--- config.mk ---
export PLATFORM = sky130hd
export DESIGN_NAME = osc_wrap_chain
export DESIGN_NICKNAME = d
export VERILOG_FILES = /design/src/rtl/osc_wrap_pkg.sv /design/src/rtl/osc_wrap_cfg.sv /design/src/rtl/osc_in_cell.sv /design/src/rtl/osc_out_cell.sv /design/src/rtl/osc_wrap_chain.sv
export SDC_FILE = /design/constraint.sdc
export NUM_CORES = 1
export LEC_CHECK = 0
export ABC_AREA = 1
export CORE_MARGIN = 4
export CORE_UTILIZATION = 52
export CTS_BUF_LIST = sky130_fd_sc_hd__clkbuf_4 sky130_fd_sc_hd__clkbuf_8
export DETAILED_ROUTE_END_ITERATION = 7
export PLACE_DENSITY = 0.94
export SLEW_MARGIN = 20
export SYNTH_ARGS = -nofsm -noshare
export SYNTH_HDL_FRONTEND = slang
export SYNTH_SLANG_ARGS = --single-unit
--- constraint.sdc ---
create_clock -name clk -period 1.94 [get_ports clk]
set_input_delay 0.194 -clock clk [delete_from_list [all_inputs] [get_ports clk]]
set_output_delay 0.194 -clock clk [all_outputs]
set_load 0.03 [all_outputs]
--- src/rtl/osc_wrap_pkg.sv ---
package osc_wrap_pkg;
    typedef enum logic {
        MODE_FUNC = 1'b0,
        MODE_RING = 1'b1
    } wrap_mode_e;
endpackage

--- src/rtl/osc_wrap_cfg.sv ---
module osc_wrap_cfg #(
    parameter int LEN = 8
) (
    input  logic           clk,
    input  logic           rst_n,
    input  logic           shift_en,
    input  logic           update_en,
    input  logic           ring_mode,
    input  logic           ser_in,
    output logic [LEN-1:0] stage_q,
    output logic [LEN-1:0] shadow_q
);
    typedef struct packed {
        logic [LEN-1:0] stage;
        logic [LEN-1:0] shadow;
    } cfg_t;

    cfg_t st_d, st_q;

    always_comb begin
        st_d = st_q;
        if (shift_en) begin
            st_d.stage = {st_q.stage[LEN-2:0], ser_in};
        end
        // The shadow stage is frozen while a ring is live
        if (update_en && !ring_mode) begin
            st_d.shadow = st_q.stage;
        end
    end

    always_ff @(posedge clk or negedge rst_n) begin
        if (!rst_n) begin
            st_q <= '0;
        end else begin
            st_q <= st_d;
        end
    end

    assign stage_q  = st_q.stage;
    assign shadow_q = st_q.shadow;
endmodule

--- src/rtl/osc_in_cell.sv ---
module osc_in_cell (
    input  logic ring_mode,
    input  logic sel,
    input  logic up,
    input  logic stage,
    input  logic pin_i,
    output logic down,
    output logic core_o
);
    // Fixed non-inverting buffer on the ring path
    always_comb begin
        core_o = pin_i;
        if (ring_mode) begin
            down = sel ? pin_i : up;
        end else begin
            down = stage;
        end
    end
endmodule

--- src/rtl/osc_out_cell.sv ---
module osc_out_cell (
    input  logic ring_mode,
    input  logic inv,
    input  logic up,
    input  logic stage,
    input  logic core_i,
    output logic down,
    output logic pin_o
);
    logic ring_val;

    always_comb begin
        ring_val = up ^ inv;
        if (ring_mode) begin
            down  = ring_val;
            pin_o = ring_val;
        end else begin
            down  = stage;
            pin_o = core_i;
        end
    end
endmodule

--- src/rtl/osc_wrap_chain.sv ---
module osc_wrap_chain
    import osc_wrap_pkg::*;
#(
    parameter int N_IN  = 4,
    parameter int N_OUT = 4
) (
    input  logic             clk,
    input  logic             rst_n,
    input  logic             shift_en,
    input  logic             update_en,
    input  logic             osc_en,
    input  logic             scan_in,
    output logic             scan_out,
    input  logic [N_IN-1:0]  pin_in,
    output logic [N_IN-1:0]  core_in,
    input  logic [N_OUT-1:0] core_out,
    output logic [N_OUT-1:0] pin_out,
    output logic             inv_even
);
    localparam int LEN = N_IN + N_OUT;

    wrap_mode_e     mode;
    logic [LEN-1:0] shift_q;
    logic [LEN-1:0] shadow_q;
    logic [LEN:0]   seg;

    assign mode   = osc_en ? MODE_RING : MODE_FUNC;
    assign seg[0] = scan_in;

    osc_wrap_cfg #(.LEN(LEN)) u_cfg (
        .clk       (clk),
        .rst_n     (rst_n),
        .shift_en  (shift_en),
        .update_en (update_en),
        .ring_mode (mode == MODE_RING),
        .ser_in    (scan_in),
        .stage_q   (shift_q),
        .shadow_q  (shadow_q)
    );

    for (genvar i = 0; i < N_IN; i++) begin : g_in
        osc_in_cell u_cell (
            .ring_mode (mode == MODE_RING),
            .sel       (shadow_q[i]),
            .up        (seg[i]),
            .stage     (shift_q[i]),
            .pin_i     (pin_in[i]),
            .down      (seg[i+1]),
            .core_o    (core_in[i])
        );
    end

    for (genvar j = 0; j < N_OUT; j++) begin : g_out
        osc_out_cell u_cell (
            .ring_mode (mode == MODE_RING),
            .inv       (shadow_q[N_IN+j]),
            .up        (seg[N_IN+j]),
            .stage     (shift_q[N_IN+j]),
            .core_i    (core_out[j]),
            .down      (seg[N_IN+j+1]),
            .pin_o     (pin_out[j])
        );
    end

    assign scan_out = seg[LEN];
    assign inv_even = ~^shadow_q[LEN-1:N_IN];
endmodule

# Yosys cells after proc, flatten, opt, wreduce, memory -nomap -nowiden
# Index checks and enable logic that the tools add are counted.
# totals
reg_bits	16
# classes
mux	14
bitwise	4
reduce_logical	3
# op_table
op	count
$mux 1	14
$reduce_xnor 4->1	1
$xor 1x1->1	4
$logic_and 1x1->1	1
$logic_not 1->1	1

# Logic depth before layout (Yosys ltp)
# logic_depth
ltp_word	13
depth_mapped	11

# Modules after synthesis
# A second synthesis with hierarchy kept.
# hier_totals
hier_cells	164
hier_area_um2	1034.7
# modules_own_cells
module	n_inst	cells_each	area_each_um2	seq_area_each_um2
osc_wrap_cfg	1	65	618.1	400.4
osc_out_cell	4	10	43.8	0.0
osc_in_cell	4	10	42.5	0.0
osc_wrap_chain	1	19	71.3	0.0

# Least setup slack after synthesis
# Ideal clock, no wire load.
# synth_timing
path_kind	reg-to-output
from	reg u_cfg.st_q (netlist bit u_cfg.shadow_q[5])
to	out pin_out[2]
t_arrival_ns	1.165
t_required_ns	1.746
path_slack_ns	0.581
path_stages_with_launch	8
path_cell_list	dfrtp_1 > xor2_2 > inv_1 > nand3_1 > nand3_1 > nand2_1 > a21oi_2 > buf_4
# synth_between
elab_chain_len	4
# synth_lines
element	line_no	text
start: declaration	osc_wrap_cfg.sv:18	cfg_t st_d, st_q;
start signal: assignment	osc_wrap_cfg.sv:35	st_q <= st_d;
$xor 1x1->1	osc_out_cell.sv:13	ring_val = up ^ inv;
$mux 1	osc_out_cell.sv:14	if (ring_mode) begin
$xor 1x1->1	osc_out_cell.sv:13	
$mux 1	osc_out_cell.sv:14	
end: declaration	osc_wrap_chain.sv:17	output logic [N_OUT-1:0] pin_out,
# No other way between the ends.

# Final worst setup path
# layout_timing
from	reg u_cfg.st_q (netlist bit u_cfg.shadow_q[4])
to	out inv_even
# layout_between
elab_chain_len	1
# layout_lines
element	line_no	text
$reduce_xnor 4->1	osc_wrap_chain.sv:66	assign inv_even = ~^shadow_q[LEN-1:N_IN];
end: declaration	osc_wrap_chain.sv:18	output logic inv_even
# No other way between the ends.

==> flow_summary.yaml <==
power_and_ir_drop:
  irDropWorstVdd_mv: 0.645
  p_per_area_nw_per_um2: 967
  seq_power_share_pct: 40.6
  netSwitchingPower_uw: 399
  swShare_pct: 38.5
  internal-power_uw: 638
  pwr-share-clk_pct: 15.7
  p_leak_nw: 0.515
  p_comb_share_pct: 43.7
detailed_routing:
  route.detailed.drc: 0
  dr.pass1.iters: 2
  via_count: 714
  routedWlPerCell_um: 11.2
  wirelength_mm: 1.60
  drt_iter0_markers: 12
  ant_nets: 0
  vias_per_cell: 5.03
global_routing:
  grt_overflow: 0
  antenna_found_initial: 0
  grt_max_degree: 17
  grt_pass1_vias: 694
  track_usage_pct: 14.9
  grt_pass1_wl_mm: 2.92
clock_tree:
  htree_levels: 1
  ctsHoldBuffers: 0
  root_buffer: "clkbuf_4"
  clk_latency_ns: 0.27
  clk_pin_slew_ns: 0.08
  clock_sinks: 16
  numCtsBuffers: 3
  cts_tree: "done"
  cts_max_path_buffers: 2
sta:
  finalMaxSlewViolations: 0
  setup_ws_ns: 0.142
  setup_violations: 0
  timing.fmax_mhz: 556
  min_period_ns: 1.80
  hold_viol_final: 0
  min_period_over_period_pct: 92.7
  tightest_slew_ns: 0.672
  fin_worst_skew_ns: 0.00473
  finalSetupTns_ns: 0
  relSlewSlack_pct: 55.1
  grt_setup_unrepaired: "false"
job:
  drv_cap: 0
cells_and_area:
  areaGrowthSynthToFinish_pct: 22.3
  multi_input_area_um2: 340
  nNetsFinal: 142
  drive_gt1_share_pct: 15.1
  ff_latch_area_um2: 402
  finalInstanceArea_um2: 1070
  diodes: 0
  fillers: 124
logic_synthesis:
  yosysWarnings: 0
  seq_area_frac_synth_pct: 45.6
  netlist_instances: 110
  synth-seq-cells: 16
  syn_nets: 124
  synth.avg_cell_area_um2: 7.97
  synthDistinctLibCells: 23
  netlist_area_um2: 877
worst_setup_path:
  critPathKind: "reg2out"
  required_ns: 1.75
  worst-path-max-fanout: 4
  setup.worst_path.end_class: "primary output"
  startpoint_type: "flop"
  cp_data_arrival_time_ns: 1.60
placement:
  io_buffers: 23
  dpl_cell_area_um2: 1040
  dp_hpwl_mm: 1.32
  preCtsSetupSlack_ns: 0.159
  place.gp.congestion: 0.740
min_path:
  hp-class: "in2async"
outcome:
  status: "complete, no violations"
die:
  die_h_um: 49.1
  coreArea_um2: 1540
  ios: 24
  rows: 14
  initial_core_util_pct: 56.9
  die_x_um: 49.1
  die-area_um2: 2410
-- area by class of cell --
| class | instances | share of cell area (%) |
|---|---|---|
| Clock buffer | 3 | 2.10 |
| Inverter | 16 | 5.60 |
| Sequential cell | 16 | 37.5 |
| Timing Repair Buffer | 24 | 21.2 |
| Tap cell | 16 | 1.87 |
| Multi-Input combinational cell | 67 | 31.7 |
-- synth_stat cells, drive strengths merged --
master	instances	area (um^2)
xnor2	1	8.76
nand3	8	50.1
dfrtp	16	400
or2	1	6.26
a31oi	1	6.26
nand2	31	121
a21oi	3	18.8
nand3b	1	7.51
clkinv	1	3.75
clkbuf	1	3.75
xor2	2	25.0
inv	15	56.3
o21ai	17	88.8
nor2	2	7.51
buf	10	72.6
-- worst max-delay path: stages (launching register included) --
cell and delay [ns]:
dfrtp_2 0.45, xor2_2 0.20, buf_4 0.15, xnor2_1 0.13, dlygate4sd2_1 0.41
-- per-stage QoR --
stage	hold slack [ns]	util, %	std cells	power (mW)
finish	0.322	69.6	142	1.04
global route	0.371	69.6	142	1.11
CTS	0.345	68.8	141	1.03
detailed placement	0.471	67.4	138	0.880
global placement	0.457	67.4	138	0.858
floorplan	-0.102	-	110	0.759
-- registers in the layout, indices dropped and copies added, names as in the netlist --
| signal | flops |
|---|---|
| u_cfg.shadow_q | 8 |
| u_cfg.stage_q | 8 |
-- metal layers --
metal	track usage [%]	vias up	wire (um)
li1	-	372	-
met1	18.3	324	682
met2	25.8	14	830
met3	2.45	4	66
met4	5.38	0	18
met5	0	-	0
-- repair_timing --
item,4_1_cts,5_1_grt
setup endpoints to repair,1,3
resized for setup,1,2
pin swaps,0,1
buffers inserted,0,1
-- placed cells by master (no fill, tap or decap), types with 2 or more instances in the layout --
cell type / instances
dfrtp_1: 15
clkdlybuf4s50_1: 17
nand2_1: 29
clkbuf_4: 3
buf_4: 5
nor2_1: 2
nand3_2: 2
inv_2: 2
o21ai_1: 8
nand3_1: 6
o21ai_0: 8
inv_1: 13
a21oi_1: 2
nand2_2: 2
-- cells by family (layout without fill, tap and decap cells) --
group                  count (synthesis)  in the layout  synth area share (%)
flip-flops                            16             16                  45.6
buffers and inverters                 27             43                  15.5
XOR/XNOR                               3              3                  3.85
AND/OR/NAND/NOR                       43             43                  22.0
AO/OA/AOI/OAI                         21             21                  13.0
-- worst paths after layout --
check | start | endpoint | slack [ns] | depth (start not counted)
worst max-delay path | u_cfg.shadow_q[4]$_DFFE_PN0P_ | inv_even | 0.14 | 4
worst min-delay path | rst_n | u_cfg.stage_q[4]$_DFFE_PN0P_ | 0.32 | 1
worst max register to register | u_cfg.shadow_q[4]$_DFFE_PN0P_ | u_cfg.shadow_q[4]$_DFFE_PN0P_ | 1.23 | 2
worst min register to register | u_cfg.stage_q[2]$_DFFE_PN0P_ | u_cfg.stage_q[3]$_DFFE_PN0P_ | 0.48 | 2
max in group asynchronous | rst_n | u_cfg.shadow_q[4]$_DFFE_PN0P_ | 1.15 | 1
min in group clk | u_cfg.stage_q[2]$_DFFE_PN0P_ | u_cfg.stage_q[3]$_DFFE_PN0P_ | 0.48 | 2
-- power groups by stage --
stage / Clock [mW] / Combinational [mW] / Sequential, mW
after floorplan: 0 / 0.341 / 0.417
final: 0.163 / 0.453 / 0.421
after CTS: 0.166 / 0.444 / 0.420
after global routing: 0.185 / 0.499 / 0.428
after global placement: 0 / 0.436 / 0.422
after detailed placement: 0 / 0.454 / 0.426
(Power assumes the default switching activity.)
